$ cat config.mk
export PLATFORM = sky130hd
export DESIGN_NAME = cache_tag_ctl
export DESIGN_NICKNAME = d
export VERILOG_FILES = /design/src/rtl/cache_tag_pkg.sv /design/src/rtl/plru_tree.sv /design/src/rtl/lfsr_gen.sv /design/src/rtl/event_counters.sv /design/src/rtl/cache_tag_ctl.sv
export SDC_FILE = /design/constraint.sdc
export NUM_CORES = 2
export LEC_CHECK = 0
export BUFFER_PORTS_ARGS = -buffer_cell sky130_fd_sc_hd__clkbuf_2
export CELL_PAD_IN_SITES_DETAIL_PLACEMENT = 0
export CELL_PAD_IN_SITES_GLOBAL_PLACEMENT = 1
export CORE_MARGIN = 2
export CORE_UTILIZATION = 30
export DETAILED_ROUTE_END_ITERATION = 10
export GPL_TIMING_DRIVEN = 0
export PLACE_DENSITY_LB_ADDON = 0.1
export SYNTH_ARGS = -nofsm -noshare
export SYNTH_HDL_FRONTEND = slang
export SYNTH_SLANG_ARGS = --single-unit
$ cat constraint.sdc
create_clock -name clk -period 6.24 [get_ports clk]
set_clock_uncertainty 0.2 [all_clocks]
set_input_delay 0.624 -clock clk [delete_from_list [all_inputs] [get_ports clk]]
set_output_delay 0.624 -clock clk [all_outputs]
set_load 0.03 [all_outputs]
$ cat src/rtl/cache_tag_pkg.sv
package cache_tag_pkg;

    typedef enum logic [0:0] {
        ST_IDLE = 1'b0,
        ST_RESP = 1'b1
    } ctl_state_t;

    localparam int MISS_CYC_PER_WORD = 100;

    localparam int NUM_EV      = 8;
    localparam int EV_LOAD     = 0;
    localparam int EV_STORE    = 1;
    localparam int EV_LD_HIT   = 2;
    localparam int EV_ST_HIT   = 3;
    localparam int EV_LD_MISS  = 4;
    localparam int EV_ST_MISS  = 5;
    localparam int EV_COLD     = 6;
    localparam int EV_CONFLICT = 7;

endpackage

$ cat src/rtl/plru_tree.sv
module plru_tree #(
    parameter int WAYS = 4,
    localparam int WW = $clog2(WAYS)
) (
    input  logic [WAYS-2:0] bits_i,
    input  logic [WW-1:0]   touch_way_i,
    output logic [WW-1:0]   victim_o,
    output logic [WAYS-2:0] bits_o
);

    // Node n (1-based heap numbering) lives at bit n-1.
    // A node bit of 0 leads the victim search to the left child.
    always_comb begin
        int node;
        node = 1;
        for (int l = 0; l < WW; l++) begin
            node = 2 * node + int'(bits_i[node-1]);
        end
        victim_o = WW'(node - WAYS);
    end

    always_comb begin
        int node;
        bits_o = bits_i;
        node = 1;
        for (int l = WW - 1; l >= 0; l--) begin
            bits_o[node-1] = ~touch_way_i[l];
            node = 2 * node + int'(touch_way_i[l]);
        end
    end

endmodule

$ cat src/rtl/lfsr_gen.sv
module lfsr_gen #(
    parameter int          W     = 16,
    parameter logic [15:0] TAPS  = 16'hB400,
    parameter logic [15:0] SEED  = 16'h0001,
    parameter int          OUT_W = 2
) (
    input  logic             clk,
    input  logic             rst_n,
    output logic [OUT_W-1:0] rnd_o
);

    logic [W-1:0] state_q;

    always_ff @(posedge clk or negedge rst_n) begin
        if (!rst_n) begin
            state_q <= SEED[W-1:0];
        end else if (state_q[0]) begin
            state_q <= (state_q >> 1) ^ TAPS[W-1:0];
        end else begin
            state_q <= state_q >> 1;
        end
    end

    assign rnd_o = state_q[OUT_W-1:0];

endmodule

$ cat src/rtl/event_counters.sv
module event_counters #(
    parameter int NEV   = 8,
    parameter int CNT_W = 32
) (
    input  logic                      clk,
    input  logic                      rst_n,
    input  logic [NEV-1:0]            inc_i,
    output logic [NEV-1:0][CNT_W-1:0] cnt_o
);

    always_ff @(posedge clk or negedge rst_n) begin
        if (!rst_n) begin
            cnt_o <= '0;
        end else begin
            for (int e = 0; e < NEV; e++) begin
                if (inc_i[e]) cnt_o[e] <= cnt_o[e] + 1'b1;
            end
        end
    end

endmodule

$ cat src/rtl/cache_tag_ctl.sv
module cache_tag_ctl
    import cache_tag_pkg::*;
#(
    parameter int WAYS       = 4,
    parameter int IDX_W      = 4,
    parameter int OFF_W      = 4,
    parameter int LINE_WORDS = 4,
    parameter int CNT_W      = 32,
    parameter int PEN_W      = 32,
    localparam int WW        = $clog2(WAYS)
) (
    input  logic             clk,
    input  logic             rst_n,
    input  logic             req_valid,
    input  logic             req_store,
    input  logic [31:0]      req_addr,
    input  logic             policy_rand,
    input  logic             write_through,
    output logic             rsp_valid,
    output logic             rsp_hit,
    output logic             rsp_cold,
    output logic             rsp_conflict,
    output logic [WW-1:0]    rsp_way,
    output logic             rsp_dirty,
    output logic [CNT_W-1:0] cnt_load,
    output logic [CNT_W-1:0] cnt_store,
    output logic [CNT_W-1:0] cnt_load_hit,
    output logic [CNT_W-1:0] cnt_store_hit,
    output logic [CNT_W-1:0] cnt_load_miss,
    output logic [CNT_W-1:0] cnt_store_miss,
    output logic [CNT_W-1:0] cnt_cold,
    output logic [CNT_W-1:0] cnt_conflict,
    output logic [PEN_W-1:0] penalty_total
);

    localparam int SETS    = 1 << IDX_W;
    localparam int TAG_LSB = OFF_W + IDX_W;
    localparam int TAG_W   = 32 - TAG_LSB;
    localparam int PENALTY = MISS_CYC_PER_WORD * LINE_WORDS;

    // ---------------- tag state ----------------
    logic [TAG_W-1:0] tag_q   [SETS][WAYS];
    logic [WAYS-1:0]  valid_q [SETS];
    logic [WAYS-1:0]  dirty_q [SETS];
    logic [WAYS-2:0]  plru_q  [SETS];

    // ---------------- address split ----------------
    logic [IDX_W-1:0] idx;
    logic [TAG_W-1:0] tag;
    logic             unused_offset;

    assign idx           = req_addr[TAG_LSB-1:OFF_W];
    assign tag           = req_addr[31:TAG_LSB];
    assign unused_offset = ^req_addr[OFF_W-1:0];

    // ---------------- parallel compare ----------------
    logic [WAYS-1:0] hit_vec;

    for (genvar w = 0; w < WAYS; w++) begin : g_cmp
        assign hit_vec[w] = valid_q[idx][w] && (tag_q[idx][w] == tag);
    end

    logic [WW-1:0] hit_way, free_way;

    always_comb begin
        hit_way  = '0;
        free_way = '0;
        for (int w = WAYS - 1; w >= 0; w--) begin
            if (hit_vec[w])        hit_way  = WW'(w);
            if (!valid_q[idx][w])  free_way = WW'(w);
        end
    end

    logic is_hit, is_cold, is_conflict;

    assign is_hit      = |hit_vec;
    assign is_cold     = !is_hit && !(&valid_q[idx]);
    assign is_conflict = !is_hit &&  (&valid_q[idx]);

    // ---------------- victim selection ----------------
    logic [WW-1:0]   plru_victim, rand_victim, victim, tgt_way;
    logic [WAYS-2:0] plru_next;

    plru_tree #(.WAYS(WAYS)) u_plru (
        .bits_i      (plru_q[idx]),
        .touch_way_i (tgt_way),
        .victim_o    (plru_victim),
        .bits_o      (plru_next)
    );

    lfsr_gen #(.W(16), .TAPS(16'hB400), .SEED(16'h0001), .OUT_W(WW)) u_lfsr (
        .clk   (clk),
        .rst_n (rst_n),
        .rnd_o (rand_victim)
    );

    assign victim  = policy_rand ? rand_victim : plru_victim;
    assign tgt_way = is_hit ? hit_way : (is_cold ? free_way : victim);

    logic new_dirty, fetch;

    assign new_dirty = is_hit ? (dirty_q[idx][tgt_way] | req_store)
                              : (is_conflict & req_store);
    assign fetch     = is_conflict | (is_cold & (!req_store | write_through));

    // ---------------- state machine ----------------
    ctl_state_t state_q, state_nx;

    always_comb begin
        unique case (state_q)
            ST_IDLE: state_nx = req_valid ? ST_RESP : ST_IDLE;
            ST_RESP: state_nx = req_valid ? ST_RESP : ST_IDLE;
            default: state_nx = ST_IDLE;
        endcase
    end

    always_ff @(posedge clk or negedge rst_n) begin
        if (!rst_n) state_q <= ST_IDLE;
        else        state_q <= state_nx;
    end

    always_comb begin
        unique case (state_q)
            ST_IDLE: rsp_valid = 1'b0;
            ST_RESP: rsp_valid = 1'b1;
            default: rsp_valid = 1'b0;
        endcase
    end

    // ---------------- response and table update ----------------
    always_ff @(posedge clk or negedge rst_n) begin
        if (!rst_n) begin
            rsp_hit       <= 1'b0;
            rsp_cold      <= 1'b0;
            rsp_conflict  <= 1'b0;
            rsp_way       <= '0;
            rsp_dirty     <= 1'b0;
            penalty_total <= '0;
            for (int s = 0; s < SETS; s++) begin
                valid_q[s] <= '0;
                dirty_q[s] <= '0;
                plru_q[s]  <= '0;
                for (int w = 0; w < WAYS; w++) tag_q[s][w] <= '0;
            end
        end else if (req_valid) begin
            rsp_hit               <= is_hit;
            rsp_cold              <= is_cold;
            rsp_conflict          <= is_conflict;
            rsp_way               <= tgt_way;
            rsp_dirty             <= new_dirty;
            tag_q[idx][tgt_way]   <= tag;
            valid_q[idx][tgt_way] <= 1'b1;
            dirty_q[idx][tgt_way] <= new_dirty;
            plru_q[idx]           <= plru_next;
            if (fetch) penalty_total <= penalty_total + PEN_W'(PENALTY);
        end
    end

    // ---------------- event counters ----------------
    logic [NUM_EV-1:0]             ev_inc;
    logic [NUM_EV-1:0][CNT_W-1:0]  ev_cnt;

    always_comb begin
        ev_inc = '0;
        if (req_valid) begin
            ev_inc[EV_LOAD]     = !req_store;
            ev_inc[EV_STORE]    =  req_store;
            ev_inc[EV_LD_HIT]   = !req_store &&  is_hit;
            ev_inc[EV_ST_HIT]   =  req_store &&  is_hit;
            ev_inc[EV_LD_MISS]  = !req_store && !is_hit;
            ev_inc[EV_ST_MISS]  =  req_store && !is_hit;
            ev_inc[EV_COLD]     = is_cold;
            ev_inc[EV_CONFLICT] = is_conflict;
        end
    end

    event_counters #(.NEV(NUM_EV), .CNT_W(CNT_W)) u_cnt (
        .clk   (clk),
        .rst_n (rst_n),
        .inc_i (ev_inc),
        .cnt_o (ev_cnt)
    );

    assign cnt_load       = ev_cnt[EV_LOAD];
    assign cnt_store      = ev_cnt[EV_STORE];
    assign cnt_load_hit   = ev_cnt[EV_LD_HIT];
    assign cnt_store_hit  = ev_cnt[EV_ST_HIT];
    assign cnt_load_miss  = ev_cnt[EV_LD_MISS];
    assign cnt_store_miss = ev_cnt[EV_ST_MISS];
    assign cnt_cold       = ev_cnt[EV_COLD];
    assign cnt_conflict   = ev_cnt[EV_CONFLICT];

endmodule

# Word-level counts from Yosys, hierarchy flattened
# Cells that the tools add are included.
# Widths: inputs -> output; s select.
[totals]
reg_bits = 2023
input_bits = 38
elab_cells = 237
[classes]
add_sub_neg = 15
magnitude_cmp = 9
eq_ne = 4
n_mux = 49
bitwise_logic = 12
n_reduce_logical = 20
[ops]
columns = ["cell", "n"]
rows = [
  ["$bwmux 1536", 1],
  ["$bmux 96 s4", 1],
  ["$demux 96 s4", 1],
  ["$mux 96", 3],
  ["$add 32x1->32 const B", 8],
  ["$eq 24x24->1", 4],
  ["$bwmux 64", 1],
  ["$lt 32x4->1 const B", 2],
  ["$or 64x64->64", 1],
  ["$bwmux 48", 1],
  ["$demux 24 s2", 1],
  ["$add 32x9->32 const B", 1],
  ["$bmux 4 s4", 2],
  ["$ge 32x1->1 const B", 1],
  ["$sub 32x2->32 const B", 1],
  ["$mux 24", 1],
  ["$mux 2", 11],
  ["$mux 4", 5],
  ["$demux 4 s4", 1],
  ["$mux 16", 1],
  ["$logic_and 1x1->1", 14],
  ["$bmux 3 s4", 1],
  ["$demux 3 s4", 1],
  ["$mux 3", 3],
  ["other kinds (26)", 42],
]

# Logic depth before layout (Yosys ltp)
[depth]
ltp_word = 22
depth_mapped = 23
depth_no_buf = 11

# Cells and area by module
# A second synthesis with hierarchy kept.
[unflattened]
cells_unflattened = 6474
area_unflattened_um2 = 93572.2
[modules_own_cells]
columns = ["module", "n_inst", "cells_per_inst", "area_each_um2"]
rows = [
  ["cache_tag_ctl", 1, 5471, 81807.2],
  ["event_counters", 1, 975, 11270.8],
  ["lfsr_gen", 1, 21, 442.9],
  ["plru_tree", 1, 7, 51.3],
]

# Worst setup path after synthesis
# No wires, ideal clock.
[synth_timing]
path_type = "in2reg"
from = "in req_addr[4]"
to = "reg dirty_q[48] in the netlist's numbering"
t_arrival_ns = 5.103
setup_slack_ns = 0.812
path_stages = 19
cell_sequence = "buf_4 > buf_6 > buf_6 > buf_6 > buf_4 > buf_2 > mux4_2 > a22oi_1 > nand2_1 > xor2_1 > or4_1 > nor4_1 > and4_1 > buf_2 > a31oi_1 > buf_4 > nor2_2 > buf_2 > mux2_2"
[synth_between]
elab_chain_cells = 21
elab_cells_between_ends = 61
cone_classes = "add/sub (4); order compare (4); eq/ne (4); mux (34); bitwise (3); reduce/logical (12)"
[synth_rtl]
columns = ["item", "line", "rtl"]
rows = [
  ["from (decl)", "cache_tag_ctl.sv:16", "input logic [31:0] req_addr,"],
  ["$not 4->5 (not written as such) (*)", "--", ""],
  ["$bmux 3 s4", "cache_tag_ctl.sv:85", ".bits_i (plru_q[idx]),"],
  ["$mux 3 (not written as such) (2 in a row)", "cache_tag_ctl.sv:85", ""],
  ["$add 2x1->3", "plru_tree.sv:17", "node = 2 * node + int'(bits_i[node-1]);"],
  ["$sub 3x1->4", "plru_tree.sv:17", ""],
  ["$bmux 1 s2", "plru_tree.sv:17", ""],
  ["$mux 1 (not written as such) (2 in a row)", "plru_tree.sv:17", ""],
  ["$add 2x2->2", "plru_tree.sv:17", ""],
  ["(+2 left out)", "--", ""],
  ["$mux 2 (2 in a row)", "cache_tag_ctl.sv:98", "assign tgt_way = is_hit ? hit_way : (is_cold ? free_way : victim);"],
  ["$lt 2x3->1 (not written as such) or $ge 2x1->1 (tied branches)", "cache_tag_ctl.sv:153", "dirty_q[idx][tgt_way] <= new_dirty;"],
  ["$logic_and 1x1->1 (not written as such)", "cache_tag_ctl.sv:153", ""],
  ["$mux 1 (not written as such)", "cache_tag_ctl.sv:153", ""],
  ["$demux 1 s2", "cache_tag_ctl.sv:153", ""],
  ["$mux 4 (not written as such)", "cache_tag_ctl.sv:153", ""],
  ["$demux 4 s4", "cache_tag_ctl.sv:153", ""],
  ["$bwmux 64 (*)", "cache_tag_ctl.sv:153", ""],
  ["to (signal, indexed assignment)", "cache_tag_ctl.sv:153", ""],
  ["to (decl)", "cache_tag_ctl.sv:44", "logic [WAYS-1:0] dirty_q [SETS];"],
]
# Mark *: on every way between the ends. The rest lies on a longest branch, timed or not. The select of a mux whose other input is x is not followed.
# A chain may end at the register's enable or synchronous reset.

# Worst setup path in the final report
[layout_timing]
from = "in req_addr[7]"
to = "reg tag_q[83] in the netlist's numbering"
[layout_between]
elab_chain_cells = 22
elab_cells_between_ends = 53
cone_classes = "add/sub (4); order compare (4); eq/ne (4); mux (28); bitwise (2); reduce/logical (11)"
[layout_rtl]
columns = ["item", "line", "rtl"]
rows = [
  ["$not 4->5 (not written as such) (*)", "--", ""],
  ["$bmux 3 s4", "cache_tag_ctl.sv:85", ""],
  ["$mux 3 (not written as such) (2 in a row)", "cache_tag_ctl.sv:85", ""],
  ["$add 2x1->3", "plru_tree.sv:17", ""],
  ["$sub 3x1->4", "plru_tree.sv:17", ""],
  ["$bmux 1 s2", "plru_tree.sv:17", ""],
  ["$mux 1 (not written as such) (2 in a row)", "plru_tree.sv:17", ""],
  ["$add 2x2->2", "plru_tree.sv:17", ""],
  ["(+4 left out)", "--", ""],
  ["$not 2->3 (not written as such)", "cache_tag_ctl.sv:151", "tag_q[idx][tgt_way] <= tag;"],
  ["$ge 3x3->1 (not written as such) or $lt 3x1->1 (tied branches)", "cache_tag_ctl.sv:151", ""],
  ["$logic_and 1x1->1 (not written as such)", "cache_tag_ctl.sv:151", ""],
  ["$mux 24 (not written as such)", "cache_tag_ctl.sv:151", ""],
  ["$demux 24 s2", "cache_tag_ctl.sv:151", ""],
  ["$mux 96 (not written as such)", "cache_tag_ctl.sv:151", ""],
  ["$demux 96 s4 (*)", "cache_tag_ctl.sv:151", ""],
  ["$bwmux 1536 (*)", "cache_tag_ctl.sv:151", ""],
  ["to (signal, indexed assignment)", "cache_tag_ctl.sv:151", ""],
  ["to (decl)", "cache_tag_ctl.sv:42", "logic [TAG_W-1:0] tag_q [SETS][WAYS];"],
]
# Marks and branches as above.

==> results.tsv <==
stage	metric	value	unit
clock_network	cts_inserted_buffers	241	
clock_network	cts_tree	done	
synth	synth_seq_cells	2019	
setup_path	path_depth	17	
setup_path	setup.worst_path.class	primary input to flip-flop	
synth	yosysSeqAreaShare	54.02	%
setup_path	crit_family	buffers and inverters	
synth	syn_area	93520	um^2
setup_path	worstSetupStartpointType	primary input	
finish	mostFrequentLayoutCells	dfrtp_1, mux2_2, mux4_2, clkbuf_2, xnor2_1	
clock_network	root_buffer	clkbuf_16	
sta	slew_violations	0	
route	drc	0	
die	die_area	316200	um^2
synth	synthFlopType	dfrtp_1	
placement	hpwlAfterDp	307.1	mm
clock_network	ctsLongestPathBuffers	4	
setup_path	critPathBufInv	7	
synth	synth-simple-area-share	5.572	%
sta	tightest_slew	1.494	ns
setup_path	critical_path.slowest_cell	clkdlybuf4s15_1	
route	top_layer	met5	
clock_network	clock-sinks	2019	
synth	synth_top_family_by_area	multiplexers	
global_route	grtUsageTotal	26.77	%
synth	synth.distinct_cells	86	
worst_hold_path	hp-class	primary input to async pin	
clock_network	cts.htree.levels	4	
global_route	grt_max_degree	109	
synth	synthMuxAreaShare	31.09	%
power	p_leak	52.25	nW
die	core	311100	um^2
sta	period_minus_slack	6.349	ns
sta	slew_headroom	0.4187	%
power	irDropWorstVdd	0.0002417	V
power	power	43.33	mW
setup_path	cp_max_fo	10	
route	detail-route-antenna-nets	0	
setup_path	critPathMaxStageDelay	1.00	ns
sta	min_period_over_period	101.7	%
route	wl_met3	28.47	mm
die	ioPinCount	333	
placement	place_congestion	0.9857	
setup_path	arrival	6.97	ns
sta	finalHoldViolations	0	
route	wl_met1	189.0	mm
setup_path	required	6.86	ns
sta	setup_viol	449	
route	routedWlPerCell	36.99	um
synth	synthAdderAreaFrac	0.1204	%
finish	area_delta_synth_final	20.14	%
finish	fin_nets	7290	
sta	fmax	157.5	MHz
global_route	grt_pass1_wl	576.3	mm
die	die_w	562.3	um
route	drt_iter0_drc	5589	
global_route	overflow	0	
flow_run	maxCapViolCount	1	
route	dr_wl_met2	193.1	mm
setup_path	setup.worst_path.end_class	flip-flop	
setup_path	reg2reg_depth	14	
power	power_density	385.6	nW/um^2
die	num_rows	205	
global_route	grt_pass1_vias	63650	
sta	rsz0062_at_grt	yes	
setup_path	path_cells	buf_2 -> and2_1 -> clkbuf_2 -> clkdlybuf4s15_1 -> a221oi_1 -> xnor2_1 -> a31oi_1 -> nor4_4 -> nand3_1 -> and3_1 -> clkbuf_1 -> a31oi_4 -> buf_6 -> nor2_4 -> buf_12 -> buf_4 -> mux2_1	
route	via_count	62480	
clock_network	insertion_delay	0.95	ns
synth	yosysWarnings	0	
route	dr.pass1.iters	7	
clock_network	clkTransAtPathRegs	0.06	ns
route	routed_via_density	5.388	
synth	postSynthAreaPerCell	14.20	um^2
finish	layout_commonest_cell	dfrtp_1	
outcome	violations	capacitance limit, setup timing	
route	wirelength	429.0	mm
synth	synth_compound_area_share	2.654	%
die	start_util	30.06	%
global_route	antenna_found_initial	36	
synth	synthArstFlopShare	100.0	%
synth	synth-xor-area-share	3.484	%
synth	synth_edf_count	0	
sta	setup_slack	-0.1092	ns
placement	io_buffers	306	
finish	drive_gt1_share	41.83	%
die	dieHeight	562.3	um
synth	synthCells	6588	
finish	final_core_util	36.12	%
outcome	status	finished with violations	
==> synthesized netlist by cell type, drive strengths merged, types with 12 or more instances <==
| cell | n | share of area [%] |
|---|---|---|
| a21oi | 34 | 0.18 |
| a221oi | 28 | 0.28 |
| a22oi | 65 | 0.52 |
| a31oi | 12 | 0.080 |
| and2 | 21 | 0.14 |
| and3 | 78 | 0.52 |
| and4 | 26 | 0.24 |
| buf | 285 | 1.8 |
| clkbuf | 233 | 0.94 |
| dfrtp | 2018 | 54 |
| dlygate4sd1 | 19 | 0.18 |
| inv | 40 | 0.16 |
| mux2 | 1698 | 20 |
| mux2i | 223 | 2.4 |
| mux4 | 343 | 8.3 |
| nand2 | 275 | 1.2 |
| nand2b | 38 | 0.25 |
| nand3 | 143 | 0.77 |
| nand4 | 82 | 0.55 |
| nor2 | 147 | 0.63 |
| nor3 | 61 | 0.33 |
| nor4 | 30 | 0.21 |
| o21ai | 53 | 0.28 |
| o22ai | 41 | 0.27 |
| o31ai | 19 | 0.15 |
| or2 | 36 | 0.24 |
| xnor2 | 269 | 2.5 |
| xor2 | 103 | 0.96 |
==> flip-flops by register name (all words and copies together) (netlist names) <==
register,count
u_cnt.cnt_o,256
dirty_q,64
penalty_total,28
rsp_conflict,1
state_q,1
tag_q,1536
rsp_dirty,1
valid_q,64
rsp_way,2
rsp_cold,1
plru_q,48
rsp_hit,1
u_lfsr.state_q,16
==> worst reg2reg max path: cells and delay by family, from the launching register on <==
family                 cells  cell delay, ns
flip-flops                 1            0.37
XOR/XNOR                   1            0.13
AND/OR/NAND/NOR            5            2.12
AO/OA/AOI/OAI              2            0.62
multiplexers               3            1.44
buffers and inverters      3            0.88
==> kinds of logic (layout without fill, tap and decap cells) <==
| family | after synthesis | in the layout |
|---|---|---|
| adder cells (fa/ha/maj) | 9 | 9 |
| XOR/XNOR | 372 | 372 |
| flip-flops | 2019 | 2019 |
| multiplexers | 2264 | 2264 |
| buffers and inverters | 582 | 1433 |
| AND/OR/NAND/NOR | 995 | 995 |
| other | 1 | 18 |
| AO/OA/AOI/OAI | 346 | 346 |
==> through the flow <==
| step | hold slack, ns | setup TNS, ns | cell area (um^2) | instances | worst slack [ns] |
|---|---|---|---|---|---|
| 5_1_grt | 0.04666 | -0.1625 | 112300 | 11590 | -0.02800 |
| 3_5_place_dp | 0.1347 | -7620.64 | 101400 | 11080 | -4.708 |
| 6_report | 0.07377 | -10.97 | 112400 | 11600 | -0.1092 |
| 2_1_floorplan | 0.1284 | 0 | 93540 | 6591 | 0.8120 |
| 3_3_place_gp | 0.1345 | - | 100200 | 11040 | -48.22 |
| 4_1_cts | 0.01487 | -1.378 | 111800 | 11570 | -0.06100 |
==> path summary, 6_finish.rpt <==
| kind | slack, ns | startpoint | to |
|---|---|---|---|
| worst max-delay path | -0.11 | req_addr[7] | tag_q[83] |
| worst min-delay path | 0.07 | rst_n | penalty_total[4] |
| worst max register to register | 0.34 | tag_q[1174] | tag_q[786] |
| worst min register to register | 0.14 | u_lfsr.state_q[15] | u_lfsr.state_q[14] |
| max in group asynchronous | 2.49 | rst_n | tag_q[836] |
| min in group clk | 0.08 | req_store | u_cnt.cnt_o[128] |
==> where the power goes <==
| group | leakage (nW) | internal, mW | switching, mW | total [mW] |
|---|---|---|---|---|
| registers | 27.0 | 16.5 | 1.82 | 18.3 |
| clock network | 4.08 | 8.63 | 6.12 | 14.8 |
| logic | 21.2 | 4.79 | 5.50 | 10.3 |
| total | 52.3 | 29.9 | 13.4 | 43.3 |
==> metal layers <==
layer / up-vias / GRT usage, %
li1: 25450 / -
met1: 34230 / 36.70
met3: 619 / 5.468
met5: - / 0
met2: 2185 / 41.63
met4: 4 / 10.06
==> area by class of cell <==
cell class	instances	area (um^2)
antenna	14	35.03
inverter	45	171.4
clock buffer	369	7323
buffer	528	3899
sequential	2019	50520
multi-input combinational	3990	41050
tap	4140	5180
clock inverter	73	874.6
fill	30080	198800
timing repair buffer	418	3303
==> repair_timing <==
action,CTS,global route
hold endpoints to repair,118,0
endpoints found under the setup margin,1938,1339
pin swaps,22,5
buffers inserted,48,16
hold buffers,2,0
gates resized for setup,479,85
No activity file was read; power rests on OpenSTA's default activity.
